==> config.mk <==
export PLATFORM = sky130hd
export DESIGN_NAME = lru_cost_victim
export DESIGN_NICKNAME = d
export VERILOG_FILES = /design/src/rtl/lru_cost_pkg.sv /design/src/rtl/lru_rank_stack.sv /design/src/rtl/lru_cost_store.sv /design/src/rtl/lru_victim_pick.sv /design/src/rtl/lru_cost_victim.sv
export SDC_FILE = /design/constraint.sdc
export NUM_CORES = 1
export LEC_CHECK = 0
export BUFFER_PORTS_ARGS = -buffer_cell sky130_fd_sc_hd__buf_2
export CAP_MARGIN = 20
export CORE_MARGIN = 4
export CORE_UTILIZATION = 50
export DETAILED_ROUTE_END_ITERATION = 16
export PLACE_DENSITY = 0.66
export SLEW_MARGIN = 10
export SYNTH_ARGS = -nofsm -noshare
export SYNTH_HDL_FRONTEND = slang
export SYNTH_SLANG_ARGS = --single-unit
==> constraint.sdc <==
create_clock -name clk -period 51.3 [get_ports clk]
set_clock_uncertainty 0.1 [all_clocks]
set_input_delay 2.565 -clock clk [delete_from_list [all_inputs] [get_ports clk]]
set_output_delay 2.565 -clock clk [all_outputs]
set_load 0.005 [all_outputs]
==> src/rtl/lru_cost_pkg.sv <==
`timescale 1ns/1ps
package lru_cost_pkg;

  typedef enum logic {
    POL_LRU = 1'b0,
    POL_LIN = 1'b1
  } policy_e;

  // Bits needed to hold the largest linear score without overflow.
  function automatic int score_bits(input int ways, input int cost_w, input int wt_w);
    int top;
    int b;
    top = (ways - 1) + ((1 << cost_w) - 1) * ((1 << wt_w) - 1);
    b = 1;
    while ((1 << b) <= top) b++;
    return b;
  endfunction

endpackage

==> src/rtl/lru_rank_stack.sv <==
`timescale 1ns/1ps
module lru_rank_stack #(
  parameter int WAYS  = 16,
  parameter int POS_W = $clog2(WAYS)
) (
  input  logic                  clk,
  input  logic                  rst_n,
  input  logic                  touch_en,
  input  logic [POS_W-1:0]      touch_way,
  output logic [WAYS*POS_W-1:0] pos_flat
);

  logic [POS_W-1:0] rank_q [WAYS];
  logic [POS_W-1:0] old_rank;

  assign old_rank = rank_q[touch_way];

  for (genvar g = 0; g < WAYS; g++) begin : g_way
    logic is_me;
    assign is_me = (touch_way == POS_W'(g));

    always_ff @(posedge clk or negedge rst_n) begin
      if (!rst_n) begin
        rank_q[g] <= POS_W'(g);
      end else if (touch_en) begin
        if (is_me)
          rank_q[g] <= POS_W'(WAYS - 1);
        else if (rank_q[g] > old_rank)
          rank_q[g] <= rank_q[g] - 1'b1;
      end
    end

    assign pos_flat[g*POS_W +: POS_W] = rank_q[g];
  end

endmodule

==> src/rtl/lru_cost_store.sv <==
`timescale 1ns/1ps
module lru_cost_store #(
  parameter int WAYS   = 16,
  parameter int COST_W = 3,
  parameter int WAY_W  = $clog2(WAYS)
) (
  input  logic                   clk,
  input  logic                   rst_n,
  input  logic                   wr_en,
  input  logic [WAY_W-1:0]       wr_way,
  input  logic [COST_W-1:0]      wr_cost,
  output logic [WAYS*COST_W-1:0] cost_flat
);

  for (genvar g = 0; g < WAYS; g++) begin : g_way
    logic [COST_W-1:0] cost_q;
    logic              wr_me;
    assign wr_me = wr_en && (wr_way == WAY_W'(g));

    always_ff @(posedge clk or negedge rst_n) begin
      if (!rst_n)
        cost_q <= '0;
      else if (wr_me)
        cost_q <= wr_cost;
    end

    assign cost_flat[g*COST_W +: COST_W] = cost_q;
  end

endmodule

==> src/rtl/lru_victim_pick.sv <==
`timescale 1ns/1ps
module lru_victim_pick #(
  parameter int WAYS    = 16,
  parameter int COST_W  = 3,
  parameter int WT_W    = 3,
  parameter int POS_W   = $clog2(WAYS),
  parameter int SCORE_W = lru_cost_pkg::score_bits(WAYS, COST_W, WT_W)
) (
  input  logic [WAYS*POS_W-1:0]  pos_flat,
  input  logic [WAYS*COST_W-1:0] cost_flat,
  input  logic                   lin_mode,
  input  logic [WT_W-1:0]        weight,
  output logic [POS_W-1:0]       victim
);

  function automatic logic [SCORE_W-1:0] way_score(
    input logic [POS_W-1:0]  p,
    input logic [COST_W-1:0] c,
    input logic [WT_W-1:0]   w,
    input logic              lin
  );
    logic [SCORE_W-1:0] prod;
    prod = SCORE_W'(c) * SCORE_W'(w);
    return lin ? (SCORE_W'(p) + prod) : SCORE_W'(p);
  endfunction

  logic [SCORE_W-1:0] score [WAYS];

  for (genvar g = 0; g < WAYS; g++) begin : g_score
    assign score[g] = way_score(pos_flat[g*POS_W +: POS_W],
                                cost_flat[g*COST_W +: COST_W],
                                weight, lin_mode);
  end

  // Strict less-than while scanning upward keeps ties on the lowest way.
  logic [SCORE_W-1:0] best_s;
  logic [POS_W-1:0]   best_w;

  always_comb begin
    best_s = score[0];
    best_w = '0;
    for (int i = 1; i < WAYS; i++) begin
      if (score[i] < best_s) begin
        best_s = score[i];
        best_w = POS_W'(i);
      end
    end
  end

  assign victim = best_w;

endmodule

==> src/rtl/lru_cost_victim.sv <==
`timescale 1ns/1ps
module lru_cost_victim #(
  parameter int WAYS   = 16,
  parameter int COST_W = 3,
  parameter int WT_W   = 3,
  parameter int WAY_W  = $clog2(WAYS)
) (
  input  logic              clk,
  input  logic              rst_n,
  input  logic              acc_en,
  input  logic [WAY_W-1:0]  acc_way,
  input  logic              fill_en,
  input  logic [WAY_W-1:0]  fill_way,
  input  logic [COST_W-1:0] fill_cost,
  input  logic              cost_mode,
  input  logic [WT_W-1:0]   cost_weight,
  output logic [WAY_W-1:0]  victim_way
);
  import lru_cost_pkg::*;

  // Named internal events, brought out for the checker.
  logic                   touch_en;
  logic [WAY_W-1:0]       touch_way;
  logic [WAYS*WAY_W-1:0]  pos_flat;
  logic [WAYS*COST_W-1:0] cost_flat;
  policy_e                policy;

  assign touch_en  = acc_en | fill_en;
  assign touch_way = fill_en ? fill_way : acc_way;
  assign policy    = policy_e'(cost_mode);

  lru_rank_stack #(.WAYS(WAYS), .POS_W(WAY_W)) u_rank (
    .clk(clk), .rst_n(rst_n),
    .touch_en(touch_en), .touch_way(touch_way),
    .pos_flat(pos_flat)
  );

  lru_cost_store #(.WAYS(WAYS), .COST_W(COST_W), .WAY_W(WAY_W)) u_cost (
    .clk(clk), .rst_n(rst_n),
    .wr_en(fill_en), .wr_way(fill_way), .wr_cost(fill_cost),
    .cost_flat(cost_flat)
  );

  lru_victim_pick #(.WAYS(WAYS), .COST_W(COST_W), .WT_W(WT_W), .POS_W(WAY_W)) u_pick (
    .pos_flat(pos_flat), .cost_flat(cost_flat),
    .lin_mode(policy == POL_LIN), .weight(cost_weight),
    .victim(victim_way)
  );

endmodule

==> results.ini <==
[layout]
finish.instance_area_um2=18500
layout-drive-gt1-share=0.0950
mostFrequentLayoutCells=ha_1 (278), inv_1 (201), nand2_1 (200)
fill_cells=3180
diodes=0
areaGrowthSynthToFinish_pct=4.70
nets=2441
final_common_cell=ha_1
final_util=0.532

[place]
dp_hpwl_mm=39.2
io_buffers=22
gp_congestion=0.938
dpl-instance-area_um2=18200

[routing]
drc=0
wl_per_cell_um=19.5
ant_nets=0
highest_layer=met4
viasPerCell=6.02
via_count=15300
drt_iter0_drc=1068
drt_wl_total_mm=49.4
drt-met1-wl_mm=23.1
dr_wl_met3_mm=2.40
drt_pass1_iterations=5
met2_length_mm=22.5

[grt]
grt-ovfl-total=0
grt_max_degree=91
grt_pass1_wl_mm=79.6
antenna_found_initial=0
grtUsageTotal=0.255
grt_pass1_vias=14900

[yosys]
syn_nets=2456
synth_cells=2095
yosys.area_share.xor_xnor=0.0228
syn_area_um2=17600
ys.warnings.count=0
synth_top_family_by_area=adder cells
synth.top_cell.area_share=0.197
ys_async_sr_fraction=1.00
synth_top_cell_by_area=ha_1
post_synth_mux_area_share=0.0977
synth_ff_type=dfrtp_1
synth_edf_count=0
synth.avg_cell_area_um2=8.42
synth_compound_gate_area_share=0.206
synth-seq-cells=112
synthSimpleGateAreaFrac=0.178
ys_seq_area_frac=0.161
synth_fa_ha_area_frac=0.276
ys_types=91
synth.area.top_cells=ha_1 (20%), dfrtp_1 (11%), fa_1 (7.3%)

[sta]
hold-worst-slack_ps=421
grt_setup_unrepaired=no
max_freq_mhz=30.0
final_hold_viol_count=0
tns_ps=0
maxSlewViolCount=0
fin_crit_sh=0.649
tightest_slew_ps=897
setup_violations=0
slew_headroom=0.385
fin_crit_ps=33300

[critical_path]
cp_top_family=compound AO/OA/AOI/OAI gates
cpPeakStageDelay_ps=770
required_ps=48640
critPathSlowestCell=o41ai_1
path_max_fanout=48
crit_arrival_ps=30630
critical_path_class=in -> out
critPathBufInv=7
critical_path.most_common_cell=a21oi_1
end_kind=primary output
cp-start-kind=input pin

[die]
start_util=0.508
num_rows=68
die_h_um=196
io_pins=23
die_w_um=196
design.core.area_um2=34700
dieArea_um2=38300

[hold_path]
hold_path.class=reg -> reg

[clocking]
numCtsBuffers=9
cts_buffer_depth=2
clk_latency_ps=360
root_buffer=clkbuf_16
ctsHoldBuffers=0
clock-sinks=112
cts_tree=built
post_cts_resize_count=0
cts_max_level=3
clkTransAtPathRegs_ps=80
post_cts_buffers=0

[flow_run]
maxCapViolCount=0

[run_status]
run_status=completed

-- synthesized netlist by cell type (41+ instances only) --
cell       n
mux2_2    62
mux2i_1   49
xnor2_1   41
ha_1     278
dfrtp_1   80
a21o_1    57
inv_1    201
and2_1   120
a21oi_1  187
fa_1      64
nand2_1  200
nor2b_1   46
nor2_1   127
o21ai_0   88
-- final timing paths --
| kind | start | endpoint | slack (ps) | cells past startpoint |
|---|---|---|---|---|
| max | cost_weight[2] | victim_way[3] | 18000 | 112 |
| min | u_rank.pos_flat[50] | u_rank.pos_flat[50] | 420 | 2 |
| max reg2reg | u_rank.pos_flat[23] | u_rank.pos_flat[31] | 47330 | 11 |
| min reg2reg | u_rank.pos_flat[50] | u_rank.pos_flat[50] | 420 | 2 |
| max in group asynchronous | rst_n | u_cost.g_way[2].cost_q[1] | 47640 | 2 |
| min in group asynchronous | rst_n | u_cost.g_way[10].cost_q[2] | 2130 | 1 |
-- layer usage --
layer	GRT usage	vias up
li1	-	7432
met4	0.0789	0
met3	0.0278	85
met2	0.418	388
met1	0.355	7379
met5	0	-
-- logic make-up after synthesis --
| logic type | count (synthesis) |
|---|---|
| AOI/OAI and AO/OA | 545 |
| xor gates and xnor gates | 46 |
| adders and majority gates | 353 |
| buffers and inverters | 264 |
| DFF | 112 |
| muxes | 140 |
| and+or+nand+nor | 635 |
-- cell type report --
cell class | count | area [um2] | share of cell area
clock buffer | 10 | 229 | 0.0124
clock inverter | 6 | 75.1 | 0.00407
inverter | 202 | 758 | 0.0411
multi-input combinational | 1719 | 13800 | 0.746
sequential | 112 | 2840 | 0.154
tap | 455 | 569 | 0.0308
timing repair buffer | 36 | 221 | 0.0120
-- state kept, by name, summed over array words and instances, names as in the netlist --
signal and count:
u_cost.g_way.cost_q 48, u_rank.pos_flat 64
-- worst reg2reg max path, cell delays in order (launching register included) --
cell and delay (ps):
dfrtp_1 530, mux4_2 540, mux2_2 290, o21ai_1 670
buf_4 350, ha_1 180, nand3_1 100, o22ai_1 140
o221ai_1 200, or4_1 460, nor2b_1 150, o31ai_1 190
-- stage by stage --
step           instances  worst slack (ps)
6_report            2540             18000
5_1_grt             2540             15640
4_1_cts             2539             18380
3_5_place_dp        2523             18530
3_3_place_gp        2523             19510
2_1_floorplan       2095             21010
Power is left out: the tool's default activity adds up to more than one toggle a clock period on the data nets, which glitch-free logic cannot reach.
